### config.mk
export PLATFORM = sky130hd
export DESIGN_NAME = bq_fifo
export DESIGN_NICKNAME = d
export VERILOG_FILES = /design/src/rtl/bq_pkg.sv /design/src/rtl/bq_ctrl.sv /design/src/rtl/bq_data.sv /design/src/rtl/bq_fifo.sv
export SDC_FILE = /design/constraint.sdc
export NUM_CORES = 2
export LEC_CHECK = 0
export CORE_AREA = 3 3 478 480
export DETAILED_ROUTE_END_ITERATION = 8
export DIE_AREA = 0 0 481 483
export HOLD_SLACK_MARGIN = 0.12
export PLACE_DENSITY = 0.59
export SLEW_MARGIN = 20
export SYNTH_ARGS = -nofsm -noshare
export SYNTH_HDL_FRONTEND = slang
export SYNTH_SLANG_ARGS = --single-unit
### constraint.sdc
create_clock -name clk -period 6.6 [get_ports clk]
set_clock_uncertainty 0.15 [all_clocks]
set_input_delay 0.99 -clock clk [delete_from_list [all_inputs] [get_ports clk]]
set_output_delay 0.99 -clock clk [all_outputs]
set_load 0.02 [all_outputs]
### src/rtl/bq_pkg.sv
package bq_pkg;
  typedef struct packed {
    logic wrEn;     // store pushData at the shadow slot
    logic rdValid;  // read slot holds a visible word
  } bqStrobes_t;
endpackage

### src/rtl/bq_ctrl.sv
module bq_ctrl
  import bq_pkg::*;
#(
  parameter int DEPTH = 64,
  localparam int AW = $clog2(DEPTH),
  localparam int CW = $clog2(DEPTH + 1)
) (
  input  logic          clk,
  input  logic          rstN,
  input  logic          push,
  input  logic          commit,
  input  logic          pop,
  input  logic          clear,
  output bqStrobes_t    strobes,
  output logic [AW-1:0] shadowPtr,
  output logic [AW-1:0] wrPtr,
  output logic [AW-1:0] rdPtr,
  output logic [CW-1:0] visCount,
  output logic          underflow
);
  logic [CW-1:0] pendCount;
  logic          doPush, doPop;
  logic [CW-1:0] pendNext;

  always_comb begin
    doPush   = push && !clear && ((visCount + pendCount) < CW'(DEPTH));
    doPop    = pop && !clear && (visCount != '0);
    pendNext = pendCount + CW'(doPush);
  end

  assign underflow       = pop && (visCount == '0);
  assign strobes.wrEn    = doPush;
  assign strobes.rdValid = (visCount != '0);

  always_ff @(posedge clk or negedge rstN) begin
    if (!rstN) begin
      shadowPtr <= '0;
      wrPtr     <= '0;
      rdPtr     <= '0;
      visCount  <= '0;
      pendCount <= '0;
    end else if (clear) begin
      shadowPtr <= '0;
      wrPtr     <= '0;
      rdPtr     <= '0;
      visCount  <= '0;
      pendCount <= '0;
    end else begin
      shadowPtr <= shadowPtr + AW'(doPush);
      rdPtr     <= rdPtr + AW'(doPop);
      if (commit) begin
        wrPtr     <= shadowPtr + AW'(doPush);
        visCount  <= visCount + pendNext - CW'(doPop);
        pendCount <= '0;
      end else begin
        visCount  <= visCount - CW'(doPop);
        pendCount <= pendNext;
      end
    end
  end


  total_cap_chk: assert property (@(posedge clk) disable iff (!rstN)
    (CW+1)'(visCount) + (CW+1)'(pendCount) <= (CW+1)'(DEPTH));


  no_commit_no_grow_chk: assert property (@(posedge clk) disable iff (!rstN)
    (!commit && !clear) |=> visCount <= $past(visCount));


  commit_grows_chk: assert property (@(posedge clk) disable iff (!rstN)
    (commit && !clear && !pop) |=> visCount >= $past(visCount));


  clear_empties_chk: assert property (@(posedge clk) disable iff (!rstN)
    clear |=> (visCount == '0) && (pendCount == '0));


  empty_pop_stable_chk: assert property (@(posedge clk) disable iff (!rstN)
    (pop && !clear && visCount == '0) |=> rdPtr == $past(rdPtr));
endmodule

### src/rtl/bq_data.sv
module bq_data
  import bq_pkg::*;
#(
  parameter int DEPTH = 64,
  parameter int WIDTH = 32,
  localparam int AW = $clog2(DEPTH)
) (
  input  logic             clk,
  input  bqStrobes_t       strobes,
  input  logic [AW-1:0]    wrAddr,
  input  logic [WIDTH-1:0] wrData,
  input  logic [AW-1:0]    rdAddr,
  input  logic [AW-1:0]    peekAddr,
  output logic [WIDTH-1:0] rdData,
  output logic [WIDTH-1:0] peekData
);
  logic [WIDTH-1:0] mem [DEPTH];

  always_ff @(posedge clk) begin
    if (strobes.wrEn) mem[wrAddr] <= wrData;
  end

  assign rdData   = strobes.rdValid ? mem[rdAddr] : '0;
  assign peekData = mem[peekAddr];
endmodule

### src/rtl/bq_fifo.sv
module bq_fifo
  import bq_pkg::*;
#(
  parameter int DEPTH = 64,
  parameter int WIDTH = 32,
  localparam int AW = $clog2(DEPTH),
  localparam int CW = $clog2(DEPTH + 1)
) (
  input  logic             clk,
  input  logic             rstN,
  input  logic             push,
  input  logic [WIDTH-1:0] pushData,
  input  logic             commit,
  input  logic             pop,
  output logic [WIDTH-1:0] popData,
  output logic             underflow,
  input  logic             clear,
  input  logic [AW-1:0]    peekSlot,
  output logic [WIDTH-1:0] peekData,
  output logic [15:0]      statusHalf,
  output logic [15:0]      cursorHalf
);
  bqStrobes_t    strobes;
  logic [AW-1:0] shadowPtr, wrPtr, rdPtr;
  logic [CW-1:0] visCount;
  logic          isEmpty, isFull;

  bq_ctrl #(.DEPTH(DEPTH)) ctrl (
    .clk(clk), .rstN(rstN), .push(push), .commit(commit), .pop(pop),
    .clear(clear), .strobes(strobes), .shadowPtr(shadowPtr), .wrPtr(wrPtr),
    .rdPtr(rdPtr), .visCount(visCount), .underflow(underflow)
  );

  bq_data #(.DEPTH(DEPTH), .WIDTH(WIDTH)) data (
    .clk(clk), .strobes(strobes), .wrAddr(shadowPtr), .wrData(pushData),
    .rdAddr(rdPtr), .peekAddr(peekSlot), .rdData(popData), .peekData(peekData)
  );

  assign isEmpty    = (visCount == '0);
  assign isFull     = (visCount == CW'(DEPTH));
  assign statusHalf = {6'b0, isFull, isEmpty, 8'(visCount)};
  assign cursorHalf = {8'(rdPtr), 8'(wrPtr)};


  flags_exclusive_chk: assert property (@(posedge clk) disable iff (!rstN)
    !(statusHalf[8] && statusHalf[9]));
endmodule

==> flow_summary.toml <==
[run_status]
outcome = "finished clean"

[power]
intPower_uw = 23600
total_power_uw = 31600
seqPwrFrac = 0.465
swShare = 0.253
clkPwrFrac = 0.382
power.density_nw_per_um2 = 288
leakage_uw = 0.0338
combPwrFrac = 0.153
vdd_drop_max_mv = 0.243
p_switching_uw = 7990

[clocking]
postCtsHoldBufs = 0
clock_sinks = 2080
cts.repair.resized = 0
clk_pin_slew_ns = 0.06
cts-root-buf = "clkbuf_16"
cts_max_level = 4
ctsLongestPathBuffers = 3
clock_latency_ns = 0.84
numCtsBuffers = 218
post_cts_buffers = 0
cts_tree = "yes"

[timing]
final-max-slew-violation-count = 0
finalSetupViolCount = 0
hold_slack_ns = 0.362
hold_violations = 0
relSlewSlack = 0.219
fin_tns_setup_ns = 0
tightest_slew_ns = 1.17
period_minus_slack_ns = 6.14
min_period_over_period = 0.930
rsz0062_at_grt = "no"
timing.fmax_mhz = 163

[synthesis]
synth-main-ff-cell = "edfxtp_1"
avgSynthCellArea_sq_um = 21.1
syn_inst = 4557
synth.distinct_cells = 61
seq_area_frac_synth = 0.647
synth_edf_count = 2048
yosys_register_bits = 2080
synth_top_family_by_area = "multiplexers"
synth-xor-area-share = 0.00227
synthAdderAreaFrac = 0.00332
yosys.area_share.simple = 0.0208
async_reset_ff_frac = 0.0154
syn-cell-area_sq_um = 96300
ys.warnings.count = 0
synth_compound_area_frac = 0.0218
synthMuxAreaShare = 0.286

[floorplanning]
ios = 141
die_y_microns = 483
die_area_sq_um = 232000
start_util = 0.429
fp.dieW_microns = 481
fp.coreArea_sq_um = 225000
rows = 174

[critical_path]
crit_path_max_fanout = 61
critPathSlowestCell = "dfrtp_4"
required_ns = 5.46
endpoint_kind = "output pin"
timing.critical_path.buf_inv = 3
path_delay_family = "buffers and inverters"
path_cells = "buf_12 > mux4_2 > mux2i_1 > a32oi_1 > nand2_1 > o21ai_0 > buf_4 > clkdlybuf4s50_1"
arrival_ns = 5.00
setup.worst_path.class = "reg2out"
critPathMaxStageDelay_ns = 0.91
start_kind = "register"

[global_routing]
grt_pass1_vias = 54800
grt_max_degree = 78
track_usage = 0.288
overflow = 0
antenna_found_initial = 34
grt_pass1_wl_microns = 460000

[detailed_routing]
routedWlPerCell_microns = 41.8
drt_first_pass_iters = 6
drc_errors = 0
vias = 55100
drt-initial-drc-count = 8260
via_per_inst = 6.89
final_antenna_net_count = 0
finalWirelength_microns = 335000

[layout]
mostFrequentLayoutCells = "2,048 x edfxtp_1, 1,161 x mux4_2, 223 x clkbuf_16"
area_delta_synth_final_pct = 13.7
mostFrequentLayoutCell = "edfxtp_1"
fin_nets = 4877
final_area_sq_um = 110000
final_util = 0.488
drive_above_1_share = 0.375

[placed_design]
place_congestion = 0.841
dpl.hpwl_microns = 192000
numPortBuffers = 129
placed_cell_area_sq_um = 103000

[flow_run]
maxCapViolCount = 0

[min_path]
hold_path_class = "reg2reg"
[worst register-to-register path, cell delays in order, from the launching register on]
cell	delay [ns]
dfrtp_1	0.49
or4_4	0.62
or4_1	0.77
clkinv_1	0.21
buf_4	0.31
nor3b_1	0.18
ha_1	0.36
inv_1	0.05
ha_1	0.23
fa_1	0.47
a21o_1	0.18
a21oi_1	0.21
o21ai_0	0.16
xnor2_1	0.15
a211oi_1	0.23
[logic make-up after synthesis]
kind of cell	after synthesis
AO/OA/AOI/OAI	287
other	1
AND/OR/NAND/NOR	449
adder cells (fa/ha/maj)	25
multiplexers	1295
buffers and inverters	395
flip-flops	2080
XOR/XNOR	25
[routing by layer]
metal  GRT usage  up-vias  part of all wire
met5           0        -           0.00033
met4       0.119       16             0.048
met3      0.0668      664              0.11
met2       0.436     3744              0.46
met1       0.405    30200              0.38
li1            -    20500                 -
[path summary, 6_finish.rpt]
path                                            startpoint                         end  slack [ns]  cells after the start
worst max-delay path               ctrl.rdPtr[0]$_DFF_PN0_                 popData[14]        0.46                      8
worst min-delay path             ctrl.wrPtr[2]$_DFFE_PN0P_   ctrl.wrPtr[2]$_DFFE_PN0P_        0.36                      1
worst max register to register  ctrl.visCount[2]$_DFF_PN0_  ctrl.visCount[6]$_DFF_PN0_        1.70                     14
worst min register to register   ctrl.wrPtr[2]$_DFFE_PN0P_   ctrl.wrPtr[2]$_DFFE_PN0P_        0.36                      1
max in group asynchronous                             rstN     ctrl.rdPtr[1]$_DFF_PN0_        5.49                      2
min in group asynchronous                             rstN   ctrl.wrPtr[0]$_DFFE_PN0P_        0.40                      2
[flip-flops by register name, indices dropped and copies added (netlist names)]
register	cells
data.mem	2048
ctrl.pendCount	7
ctrl.visCount	7
ctrl.rdPtr	6
ctrl.shadowPtr	6
ctrl.wrPtr	6
[synthesized netlist by cell type (all sizes together), types with 22 or more instances]
cell type	n	area (sq um)
o22ai	52	325
clkbuf	117	440
dfrtp	32	801
nor3	67	335
a32oi	65	569
ha	24	300
buf	254	1360
nand2	211	792
a22oi	56	420
edfxtp	2048	61500
nor2	69	259
o21ai	31	155
mux4	1161	26100
inv	22	82.6
mux2i	120	1200
nand3	37	185
[power groups by stage]
| stage | clock network, uW | registers [uW] | logic [uW] |
|---|---|---|---|
| 3_5_place_dp | 0 | 15000 | 4860 |
| 3_3_place_gp | 0 | 15000 | 4860 |
| 5_1_grt | 12800 | 14700 | 5100 |
| 2_1_floorplan | 0 | 14900 | 3020 |
| 6_report | 12100 | 14700 | 4840 |
| 4_1_cts | 12200 | 14700 | 4880 |
[through the flow]
step                      std cells  worst slack, ns
after floorplan                4567             1.83
after global placement         7576            0.941
after detailed placement       7576            0.948
after CTS                      7976            0.478
after global routing           8001            0.378
final                          8004            0.462
[layout make-up]
| type | count | area, sq um |
|---|---|---|
| inverter | 24 | 97.6 |
| antenna | 24 | 60.1 |
| sequential | 2080 | 62300 |
| tap | 2992 | 3740 |
| clock buffer | 280 | 5790 |
| clock inverter | 120 | 1120 |
| timing repair buffer | 392 | 3840 |
| multi-input combinational | 2092 | 32600 |
| fill | 18200 | 115000 |
Note: power is estimated with default switching activity, not from simulation.
